## config.mk

```make
export PLATFORM = sky130hd
export DESIGN_NAME = serial_pattern_trigger
export DESIGN_NICKNAME = d
export VERILOG_FILES = /design/src/rtl/spt_pkg.sv /design/src/rtl/spt_window.sv /design/src/rtl/spt_match_table.sv /design/src/rtl/serial_pattern_trigger.sv
export SDC_FILE = /design/constraint.sdc
export NUM_CORES = 1
export LEC_CHECK = 0
export BUFFER_PORTS_ARGS = -buffer_cell sky130_fd_sc_hd__buf_2
export CAP_MARGIN = 20
export CORE_MARGIN = 3
export CORE_UTILIZATION = 45
export CTS_BUF_LIST = sky130_fd_sc_hd__clkbuf_8 sky130_fd_sc_hd__clkbuf_16
export DETAILED_ROUTE_END_ITERATION = 8
export PLACE_DENSITY_LB_ADDON = 0.3
export SLEW_MARGIN = 5
export SYNTH_ARGS = -nofsm -noshare
export SYNTH_HDL_FRONTEND = slang
export SYNTH_HIERARCHICAL = 1
export SYNTH_SLANG_ARGS = --single-unit
```

## constraint.sdc

```tcl
create_clock -name clk -period 2.3 [get_ports clk]
set_input_delay 0.23 -clock clk [delete_from_list [all_inputs] [get_ports clk]]
set_output_delay 0.23 -clock clk [all_outputs]
set_load 0.05 [all_outputs]
```

## src/rtl/spt_pkg.sv

```systemverilog
package spt_pkg;
    // Default window width; the table holds one bit per window value.
    localparam int DEF_WIN_W = 8;
endpackage

```

## src/rtl/spt_window.sv

```systemverilog
module spt_window #(
    parameter int WIN_W = spt_pkg::DEF_WIN_W
) (
    input  logic             clk,
    input  logic             rst_n,
    input  logic             clr,
    input  logic             bit_in,
    output logic [WIN_W-1:0] win
);
    always_ff @(posedge clk) begin
        if (!rst_n || clr) begin
            win <= '0;
        end else begin
            win <= {win[WIN_W-2:0], bit_in};
        end
    end

    // new sample lands at bit 0, older samples move toward the MSB
    a_r1_shift_step: assert property (@(posedge clk) disable iff (!rst_n)
        !clr |=> (win[0] == $past(bit_in)) && (win[WIN_W-1:1] == $past(win[WIN_W-2:0])));

    // clear empties the window whatever the serial input was
    a_r2_clear_zero: assert property (@(posedge clk) disable iff (!rst_n)
        clr |=> (win == '0));
endmodule

```

## src/rtl/spt_match_table.sv

```systemverilog
module spt_match_table #(
    parameter int WIN_W = spt_pkg::DEF_WIN_W
) (
    input  logic             clk,
    input  logic             rst_n,
    input  logic             we,
    input  logic [WIN_W-1:0] addr,
    input  logic             wbit,
    input  logic [WIN_W-1:0] key,
    output logic             hit
);
    localparam int DEPTH = 1 << WIN_W;

    logic [DEPTH-1:0] accept;

    always_ff @(posedge clk) begin
        if (!rst_n) begin
            accept <= '0;
        end else if (we) begin
            accept[addr] <= wbit;
        end
    end

    assign hit = accept[key];

    // an accepted write is held in the addressed entry on the next cycle
    a_r7_write_stored: assert property (@(posedge clk) disable iff (!rst_n)
        we |=> (accept[$past(addr)] == $past(wbit)));
endmodule

```

## src/rtl/serial_pattern_trigger.sv

```systemverilog
module serial_pattern_trigger #(
    parameter int WIN_W = spt_pkg::DEF_WIN_W
) (
    input  logic             clk,
    input  logic             rst_n,
    input  logic             win_clr,
    input  logic             ser_in,
    input  logic             tbl_we,
    input  logic [WIN_W-1:0] tbl_addr,
    input  logic             tbl_bit,
    output logic             trig
);
    logic [WIN_W-1:0] window;
    logic             lookup_hit;

    spt_window #(.WIN_W(WIN_W)) u_window (
        .clk    (clk),
        .rst_n  (rst_n),
        .clr    (win_clr),
        .bit_in (ser_in),
        .win    (window)
    );

    spt_match_table #(.WIN_W(WIN_W)) u_table (
        .clk  (clk),
        .rst_n(rst_n),
        .we   (tbl_we),
        .addr (tbl_addr),
        .wbit (tbl_bit),
        .key  (window),
        .hit  (lookup_hit)
    );

    always_ff @(posedge clk) begin
        if (!rst_n) begin
            trig <= 1'b0;
        end else begin
            trig <= lookup_hit;
        end
    end

    // trigger follows the lookup of the previous window with one cycle of delay
    a_r3_one_cycle: assert property (@(posedge clk) disable iff (!rst_n)
        1'b1 |=> (trig == $past(lookup_hit)));

    // reset forces the trigger low
    a_r6_reset_low: assert property (@(posedge clk)
        !rst_n |=> (trig == 1'b0));
endmodule

```

-- After elaboration in Yosys (flattened, before gate mapping)
Cells that the tools add are included.
- flip-flop bits (word level): 265
- logic and storage cells: 14
- order comparisons: 3
- mux-type cells: 5
- reduce and logical (&&, ||, !) cells: 3
- operators by type and width (kind ; number):
    256-bit bitwise mux ; 1
    8-bit by 9-bit < comparator with 1-bit output (second input constant) ; 2
    1-bit binary-select mux with 8-bit select ; 1
    1-bit demux with 8-bit select ; 1
    8-bit by 1-bit greater-or-equal comparator with 1-bit output (second input constant) ; 1
    1-bit two-way mux ; 2
    1-bit logical AND ; 1
    1-bit logical NOT ; 1
    1-bit logical OR ; 1

-- Depth between registers and ports, before layout
Gate-level depths: netlist of the first run.
- depth after elaboration: 5
- depth in mapped cells: 11

-- Cells and area by module
The synthesis of the first run kept the hierarchy.
- modules (own cells, without submodules) (module ; times used ; cells an instance ; area each (µm²)):
    spt_match_table ; 1 ; 1499 ; 13053.8
    spt_window ; 1 ; 16 ; 230.2
    serial_pattern_trigger ; 1 ; 2 ; 26.3

-- Worst setup path after synthesis of the first run
Ideal clock, no wire load.
- path kind: register -> register
- start: register u_window.win[1]
- end: register trig
- data arrival time: 1.977 ns
- required time: 2.185 ns
- path slack: 0.208 ns
- cell stages (with the launch flop): 8
- period minus slack after synthesis: 2.092 ns
- cells stage by stage: dfxtp_1 -> buf_6 -> mux4_2 -> o21ai_1 -> a32oi_1 -> a32o_1 -> o41a_1 -> and2_1
- cells in the longest elaborated chain, start to end: 2
- ends and longest elaborated chain (element ; RTL line ; text):
    start, declared ; spt_window.sv:8 ; output logic [WIN_W-1:0] win
    start signal, assigned ; spt_window.sv:14 ; win <= {win[WIN_W-2:0], bit_in};
    1-bit binary-select mux with 8-bit select ; spt_match_table.sv:24 ; assign hit = accept[key];
    1-bit two-way mux (implied by the code) ; spt_match_table.sv:24 ;
    via lookup_hit ; serial_pattern_trigger.sv:14 ; logic lookup_hit;
    end signal, assigned ; serial_pattern_trigger.sv:38 ; trig <= lookup_hit;
    end, declared ; serial_pattern_trigger.sv:11 ; output logic trig
The timed path passes the listed nets, and every way through them passes these cells. The select of a mux whose other input is x is not followed.
A chain may end at the register's enable or synchronous reset.

-- Final worst setup path of the first run
- start: register u_window.win[0]
- end: register trig
Same word-level chain as after synthesis.

==> insert_results.sql, run 1 <==
INSERT INTO impl_metrics (metric_group, metric, value, unit) VALUES
('sta', 'final_critical_path_time_including_i_o_delays_and_setup', '2350', 'ps'),
('synth', 'netlist_top_cells_area', 'sky130_fd_sc_hd__dfxtp_1 (40%), sky130_fd_sc_hd__nand3_1 (10%), sky130_fd_sc_hd__o21ai_0 (8.6%)', ''),
('synth', 'syn-num-nets', '1531', ''),
('sta', 'grt_setup_unrepaired', 'yes', ''),
('clocking', 'numClockSinks', '265', ''),
('clocking', 'clock_insertion_delay_worst_skew', '560', 'ps'),
('clocking', 'cts_tree', 'built', ''),
('clocking', 'max-clock-path-buffers', '3', ''),
('outcome', 'violations_in_the_final_reports', 'setup timing', ''),
('placement', 'dp.final_hpwl', '27350', 'um'),
('layout', 'finish.net_count', '1528', ''),
('floorplan', 'start_util', '46.00', '%'),
('clocking', 'clock_tree.root_cell', 'sky130_fd_sc_hd__clkbuf_16', ''),
('placement', 'port_buffers', '14', ''),
('synth', 'muxShareOfSynthArea', '13.00', '%'),
('clocking', 'tritoncts.num_buffers', '29', ''),
('pwr', 'power.density', '637.5', 'nW/um^2'),
('synth', 'synth_compound_gate_area_share', '24.35', '%'),
('grt', 'initial_antenna_violation_count', '0', ''),
('routing', 'post_detailed_route_count_of_antenna_violating_nets', '0', ''),
('synth', 'largest_family_of_logic_cells_by_synthesized_area', 'compound AO/OA/AOI/OAI gates', ''),
('routing', 'vias_per_instance', '6.434', ''),
('routing', 'vias', '12340', ''),
('layout', 'finish.utilization', '52.82', '%'),
('worst_setup_path', 'worst_setup_path_end_kind', 'flop', ''),
('synth', 'post_synth_inst_count', '1517', ''),
('pwr', 'power_leakage', '4.938', 'nW'),
('routing', 'finalWirelength', '44960', 'um'),
('layout', 'layout-drive-gt1-share', '15.58', '%'),
('synth', 'synth_seq_area_share', '39.86', '%'),
('worst_setup_path', 'critPathLaunchType', 'flop', ''),
('synth', 'synthFlopType', 'sky130_fd_sc_hd__dfxtp_1', ''),
('outcome', 'status', 'finished, violations left', ''),
('clocking', 'htree_levels', '1', ''),
('worst_setup_path', 'worst-endpoint-required', '2750', 'ps'),
('clocking', 'cts.clk_slew.worst_paths', '60', 'ps'),
('sta', 'drv_slew', '0', ''),
('sta', 'timing.max_slew.rel_slack', '51.63', '%'),
('worst_setup_path', 'crit_type', 'reg -> reg', ''),
('layout', 'area_delta_synth_final', '14.82', '%'),
('floorplan', 'die_width', '178.0', 'um'),
('placement', 'dpl-instance-area', '14130', 'sq um'),
('layout', 'antennaDiodeCount', '0', ''),
('synth', 'synth-async-reset-ratio', '0', '%'),
('synth', 'post_synth_num_cell_types', '51', ''),
('placement', 'rd_place_congestion', '0.9466', ''),
('floorplan', 'die_height', '178.0', 'um'),
('synth', 'post_synth_instance_area', '13310', 'sq um'),
('sta', 'setup_tns', '-49.89', 'ps'),
('synth', 'postSynthRegisterBits', '265', ''),
('floorplan', 'die_area', '31680', 'sq um'),
('routing', 'drt_pre_antenna_iters', '7', ''),
('sta', 'setup_viol_count_final', '1', ''),
('sta', 'setup_slack', '-49.89', 'ps'),
('synth', 'yosys.area_share.xor_xnor', '0', '%'),
('worst_setup_path', 'timing.critical_path.arrival', '2800', 'ps'),
('sta', 'hold_viol_final', '0', ''),
('floorplan', 'design.core.area', '28940', 'sq um'),
('sta', 'maxClockFrequency', '425.6', 'MHz'),
('routing', 'dr.first_iter.drc_count', '1801', ''),
('synth', 'synth.top_cell.area_share', '39.86', '%'),
('grt', 'global_route_wire_length_before_repair', '67580', 'um'),
('sta', 'fin_crit_sh', '102.2', '%'),
('worst_setup_path', 'path_max_fanout', '6', ''),
('worst_hold_path', 'worst_hold_path_type', 'in -> reg', ''),
('sta', 'tightest_slew', '715.5', 'ps'),
('floorplan', 'fp-row-count', '62', ''),
('grt', 'via_count_of_the_first_global_routing_pass', '11270', ''),
('worst_setup_path', 'r2r_setup_slack', '-50', 'ps'),
('pwr', 'max-vdd-ir-drop', '0.4966', 'mV'),
('synth', 'syn-mean-instance-area', '8.774', 'sq um');
==> worst max-delay path, cell delays in order, from the launching register on <==
cell	delay (ps)
sky130_fd_sc_hd__dfxtp_4	400
sky130_fd_sc_hd__buf_12	110
sky130_fd_sc_hd__buf_12	110
sky130_fd_sc_hd__mux4_2	500
sky130_fd_sc_hd__mux2i_1	150
sky130_fd_sc_hd__nand3_1	90
sky130_fd_sc_hd__and4_4	200
sky130_fd_sc_hd__o31ai_4	240
sky130_fd_sc_hd__nand4_1	170
sky130_fd_sc_hd__o41a_1	140
sky130_fd_sc_hd__and2_1	130
==> cell type report <==
cell class              instances  area (sq um)
flip-flops and latches        265          5313
clock buffers                  35         808.3
clock inverters                16         105.1
well taps                     384         480.5
inverters                       2         7.507
repair buffers                142          1282
multi-input cells            1074          7286
fillers                      2598         13650
==> cell usage in the layout (no fill, tap or decap), types with 32 or more instances in the layout <==
master / instances
sky130_fd_sc_hd__o21ai_0: 229
sky130_fd_sc_hd__nor2b_1: 41
sky130_fd_sc_hd__dfxtp_1: 263
sky130_fd_sc_hd__nand3_1: 265
sky130_fd_sc_hd__a21boi_0: 129
sky130_fd_sc_hd__nand2_1: 32
sky130_fd_sc_hd__mux2i_1: 99
sky130_fd_sc_hd__a21boi_1: 96
sky130_fd_sc_hd__nor2_1: 33
sky130_fd_sc_hd__buf_4: 107
==> cell families (layout without fill, tap and decap cells) <==
logic type,count (synthesis),count (layout)
DFF,265,265
and+or+nand+nor,432,432
muxes,133,133
buffers and inverters,178,195
AOI/OAI and AO/OA,509,509
==> per-layer routing <==
metal | GRT usage [%] | vias up | share of wire (%)
met5 | 0 | - | 0
met1 | 38.58 | 6027 | 42
met4 | 9.817 | 0 | 4.0
met2 | 42.31 | 671 | 45
li1 | - | 5515 | -
met3 | 4.832 | 128 | 9.7
==> cells in the mapped netlist, types with 3 or more instances <==
| cell type | instances |
|---|---|
| sky130_fd_sc_hd__a21boi_0 | 129 |
| sky130_fd_sc_hd__a21boi_1 | 96 |
| sky130_fd_sc_hd__a221oi_1 | 8 |
| sky130_fd_sc_hd__and2_1 | 4 |
| sky130_fd_sc_hd__and3_1 | 16 |
| sky130_fd_sc_hd__and3b_1 | 8 |
| sky130_fd_sc_hd__buf_2 | 15 |
| sky130_fd_sc_hd__buf_4 | 4 |
| sky130_fd_sc_hd__buf_6 | 7 |
| sky130_fd_sc_hd__clkbuf_1 | 145 |
| sky130_fd_sc_hd__dfxtp_1 | 265 |
| sky130_fd_sc_hd__mux2i_1 | 102 |
| sky130_fd_sc_hd__mux4_1 | 3 |
| sky130_fd_sc_hd__mux4_2 | 28 |
| sky130_fd_sc_hd__nand2_1 | 32 |
| sky130_fd_sc_hd__nand2b_1 | 5 |
| sky130_fd_sc_hd__nand3_1 | 265 |
| sky130_fd_sc_hd__nand3b_1 | 3 |
| sky130_fd_sc_hd__nor2_1 | 33 |
| sky130_fd_sc_hd__nor2b_1 | 42 |
| sky130_fd_sc_hd__nor3_1 | 10 |
| sky130_fd_sc_hd__nor4_1 | 3 |
| sky130_fd_sc_hd__o21ai_0 | 229 |
| sky130_fd_sc_hd__o21ai_1 | 5 |
| sky130_fd_sc_hd__o22ai_1 | 26 |
==> final timing paths <==
path | startpoint | end | cells past startpoint
hold reg to reg | u_table/accept[131] | u_table/accept[131] | 2
setup / recovery | u_window/win[0] | trig | 10
hold / removal | ser_in | u_window/win[0] | 2
setup reg to reg | u_window/win[0] | trig | 10
==> sequential cells by signal, summed over array words and instances, names as in the netlist <==
name	count
trig	1
u_window/win	8
u_table/accept	256
==> report_power, final <==
group	total [mW]	switching, mW	internal [mW]	leakage, nW
clock	4.50	1.92	2.58	0.477
sequential	4.60	0.00692	4.60	2.14
combinational	0.639	0.424	0.216	2.33
==> repair_timing <==
item                       4_1_cts  5_1_grt
resized for setup                7       16
buffers inserted                 6        7
hold endpoints to repair         0        0
hold buffers                     0        0
gates cloned                     2        0
pin swaps                        4       11
setup endpoints to repair        1        1
==> stage by stage <==
step	power [mW]	setup slack [ps]	instances	hold WS [ps]
final	9.742	-49.89	1918	44.62
after global routing	9.984	-94.03	1918	38.28
after CTS	9.755	-34.18	1914	20.82
after detailed placement	5.303	-206.7	1856	462.9
after global placement	5.298	-168.3	1856	455.6
after floorplan	5.079	208.0	1517	357.3
Power figures use the tool's default switching activity.
==> run 2: changes to the inputs <==
--- a/config.mk
+++ b/config.mk
@@ -15,5 +15,4 @@
 export SLEW_MARGIN = 5
 export SYNTH_ARGS = -nofsm -noshare
 export SYNTH_HDL_FRONTEND = slang
-export SYNTH_HIERARCHICAL = 1
 export SYNTH_SLANG_ARGS = --single-unit
==> insert_results.sql, run 2 <==
INSERT INTO impl_metrics (metric_group, metric, value, unit) VALUES
('sta', 'setup_slack', '14.39', 'ps'),
('worst_hold_path', 'worst_hold_path_type', 'in -> reg', ''),
('placement', 'rd_place_congestion', '0.9487', ''),
('sta', 'hold_viol_final', '0', ''),
('worst_setup_path', 'path_max_fanout', '8', ''),
('placement', 'dpl-instance-area', '14050', 'sq um'),
('placement', 'port_buffers', '14', ''),
('pwr', 'power_leakage', '4.692', 'nW'),
('floorplan', 'start_util', '46.06', '%'),
('layout', 'finish.utilization', '52.00', '%'),
('clocking', 'cts.clk_slew.worst_paths', '60', 'ps'),
('routing', 'remaining_drc_errors', '0', ''),
('grt', 'grt.overflow.total', '0', ''),
('worst_hold_path', 'min_from', 'rst_n', ''),
('routing', 'vias_per_instance', '6.635', ''),
('synth', 'number_of_flops_mapped_to_enable_cells_by_yosys', '0', ''),
('clocking', 'numClockSinks', '265', ''),
('layout', 'biggestRegsByFlops', 'u_table.accept (256), u_window.win (8), trig (1)', ''),
('synth', 'post_synth_inst_count', '1492', ''),
('sta', 'final_critical_path_time_including_i_o_delays_and_setup', '2286', 'ps'),
('layout', 'final_cells', '1883', ''),
('worst_hold_path', 'min_delay_path_depth', '2', ''),
('pwr', 'power.density', '658.3', 'nW/um^2'),
('synth', 'syn-mean-instance-area', '8.933', 'sq um'),
('sta', 'setup_viol_count_final', '0', ''),
('floorplan', 'die_height', '178.1', 'um'),
('layout', 'largest_register_ffs', '256', ''),
('worst_hold_path', 'timing.hold.worst_endpoint', 'u_table.accept[137]', ''),
('sta', 'fin_crit_sh', '99.37', '%'),
('worst_setup_path', 'crit_type', 'reg -> reg', ''),
('grt', 'groute.usage.overall', '29.13', '%'),
('routing', 'vias', '12490', ''),
('routing', 'finalWirelength', '46880', 'um'),
('layout', 'final_cell_mix', 'sky130_fd_sc_hd__nand3_1 (278), sky130_fd_sc_hd__o21ai_0 (264), sky130_fd_sc_hd__dfxtp_1 (263), sky130_fd_sc_hd__a21boi_0 (225), sky130_fd_sc_hd__buf_4 (90)', ''),
('pwr', 'max-vdd-ir-drop', '0.5134', 'mV'),
('outcome', 'status', 'complete, no violations', ''),
('placement', 'dp.final_hpwl', '28380', 'um'),
('worst_setup_path', 'worst_r2r_path_depth', '6', ''),
('synth', 'synth_seq_area_share', '39.80', '%'),
('clocking', 'clock_insertion_delay_worst_skew', '560', 'ps'),
('sta', 'setup_tns', '0', 'ps'),
('layout', 'final_area', '15050', 'sq um'),
('worst_setup_path', 'timing.critical_path.arrival', '2720', 'ps'),
('floorplan', 'design.core.area', '28940', 'sq um'),
('synth', 'netlist_top_cells_count', 'sky130_fd_sc_hd__nand3_1 (278), sky130_fd_sc_hd__dfxtp_1 (265), sky130_fd_sc_hd__o21ai_0 (264), sky130_fd_sc_hd__a21boi_0 (225), sky130_fd_sc_hd__clkbuf_1 (112)', ''),
('routing', 'post_detailed_route_count_of_antenna_violating_nets', '0', ''),
('synth', 'synth.top_cell.area_share', '39.80', '%'),
('worst_setup_path', 'r2r_setup_slack', '10', 'ps'),
('worst_setup_path', 'worst_setup_path_end_kind', 'flop', ''),
('sta', 'drv_slew', '0', ''),
('clocking', 'clock_tree.root_cell', 'sky130_fd_sc_hd__clkbuf_16', ''),
('worst_setup_path', 'rr_startpoint', 'u_window.win[0]', ''),
('synth', 'ys_warn_count', '0', ''),
('layout', 'finish.net_count', '1494', ''),
('synth', 'post-synth-top-count-cell', 'sky130_fd_sc_hd__nand3_1', ''),
('worst_setup_path', 'critPathLaunchType', 'flop', ''),
('layout', 'layout.filler_cells', '2619', ''),
('clocking', 'tritoncts.num_buffers', '29', ''),
('clocking', 'cts_tree', 'built', ''),
('grt', 'initial_antenna_violation_count', '0', ''),
('synth', 'post_synth_instance_area', '13330', 'sq um'),
('synth', 'postSynthRegisterBits', '265', ''),
('clocking', 'max-clock-path-buffers', '3', ''),
('sta', 'clock-skew-final', '17.11', 'ps'),
('synth', 'netlist_top_cells_area', 'sky130_fd_sc_hd__dfxtp_1 (40%), sky130_fd_sc_hd__a21boi_0 (13%), sky130_fd_sc_hd__nand3_1 (10%)', ''),
('layout', 'top_register', 'u_table.accept', ''),
('routing', 'dr.first_iter.drc_count', '2013', ''),
('layout', 'layout-drive-gt1-share', '14.48', '%'),
('synth', 'synth-async-reset-ratio', '0', '%'),
('placement', 'place_inst', '1829', ''),
('synth', 'synthFlopType', 'sky130_fd_sc_hd__dfxtp_1', ''),
('synth', 'post_synth_num_cell_types', '56', ''),
('floorplan', 'pin_count', '15', ''),
('grt', 'largest_net_degree_at_the_start_of_global_routing', '121', ''),
('floorplan', 'die_area', '31720', 'sq um'),
('sta', 'timing.max_slew.rel_slack', '56.35', '%'),
('routing', 'route.detailed.wl_per_inst', '24.89', 'um'),
('layout', 'antennaDiodeCount', '0', ''),
('worst_setup_path', 'worst-endpoint-required', '2730', 'ps'),
('flow_run', 'max_cap_viol_count', '0', ''),
('synth', 'synth_top_area_cell', 'sky130_fd_sc_hd__dfxtp_1', ''),
('synth', 'syn-num-nets', '1506', ''),
('worst_setup_path', 'rr_endpoint', 'trig', ''),
('routing', 'drt_pre_antenna_iters', '8', ''),
('floorplan', 'die_width', '178.1', 'um'),
('layout', 'layout_commonest_cell', 'sky130_fd_sc_hd__nand3_1', ''),
('placement', 'post-place-ws', '8.870', 'ps'),
('clocking', 'htree_levels', '1', ''),
('floorplan', 'fp-row-count', '62', ''),
('layout', 'area_delta_synth_final', '12.89', '%'),
('sta', 'grt_setup_unrepaired', 'no', ''),
('grt', 'via_count_of_the_first_global_routing_pass', '11750', ''),
('sta', 'tightest_slew', '654.7', 'ps'),
('grt', 'global_route_wire_length_before_repair', '71970', 'um'),
('sta', 'maxClockFrequency', '437.5', 'MHz');
==> run 2: cell count changes after synthesis, sizes merged, moves of 16 or more <==
cell and change:
a21boi +31, buf +19, clkbuf -34, mux2i -58, nor2b -33, o21ai +33, o221ai +16, o22ai -19
==> run 2: per-layer routing <==
| metal | share of wire, % | GRT usage, % | up-vias |
|---|---|---|---|
| met5 | 0 | 0 | - |
| li1 | - | - | 5507 |
| met4 | 4.1 | 10.80 | 0 |
| met1 | 41 | 40.54 | 6092 |
| met2 | 46 | 46.14 | 744 |
| met3 | 9.6 | 4.002 | 150 |
==> run 2: cells by family after synthesis <==
family,count (synthesis),share of synthesized area [%]
compound gates,578,27.85
flops,265,39.80
mux,88,11.08
simple gates,397,15.10
buf+inv,164,6.168
==> run 2: worst max-delay path by stage <==
| stage | from | endpoint | slack, ps | cells after the start |
|---|---|---|---|---|
| after global routing | u_window.win[0] | trig | 0.03 | 6 |
| after floorplan | u_window.win[0] | trig | 370 | 7 |
| after detailed placement | u_window.win[0] | trig | 9 | 6 |
| final | u_window.win[0] | trig | 10 | 6 |
| after CTS | u_window.win[0] | trig | 6 | 6 |
| after global placement | u_window.win[0] | trig | 10 | 5 |
==> run 2: what timing repair did <==
action                                  CTS  global route
setup buffers                             0             3
gates resized for setup                   0             1
hold buffers                              1             0
endpoints found under the hold margin     1             0
endpoints found under the setup margin    0             1
==> run 2: worst max-delay path: stages (launching register included) <==
cell and delay [ps]:
sky130_fd_sc_hd__dfxtp_4 430, sky130_fd_sc_hd__buf_12 160, sky130_fd_sc_hd__mux4_1 540, sky130_fd_sc_hd__mux4_2 530, sky130_fd_sc_hd__o22ai_1 230, sky130_fd_sc_hd__a221o_1 200
sky130_fd_sc_hd__o31ai_2 60
==> run 2: where the power goes <==
group	switching (mW)	total, mW	internal [mW]
sequential	0.00716	4.60	4.59
clock	1.94	4.68	2.75
combinational	0.428	0.618	0.190
total	2.37	9.90	7.53
==> run 2: cell type report <==
cell class	instances	area (sq um)	share of cell area, %
multi-input combinational	1063	7268	48.31
sequential	265	5313	35.31
timing repair buffer	118	1028	6.836
clock buffer	37	835.8	5.555
tap	384	480.5	3.193
clock inverter	13	108.9	0.7235
inverter	3	11.26	0.07484
==> run 2: per-stage QoR <==
step / total power, mW / hold slack, ps
4_1_cts: 9.876 / 44.83
2_1_floorplan: 5.076 / 351.7
3_3_place_gp: 5.295 / 456.4
3_5_place_dp: 5.296 / 464.8
5_1_grt: 10.11 / 55.28
6_report: 9.904 / 54.49
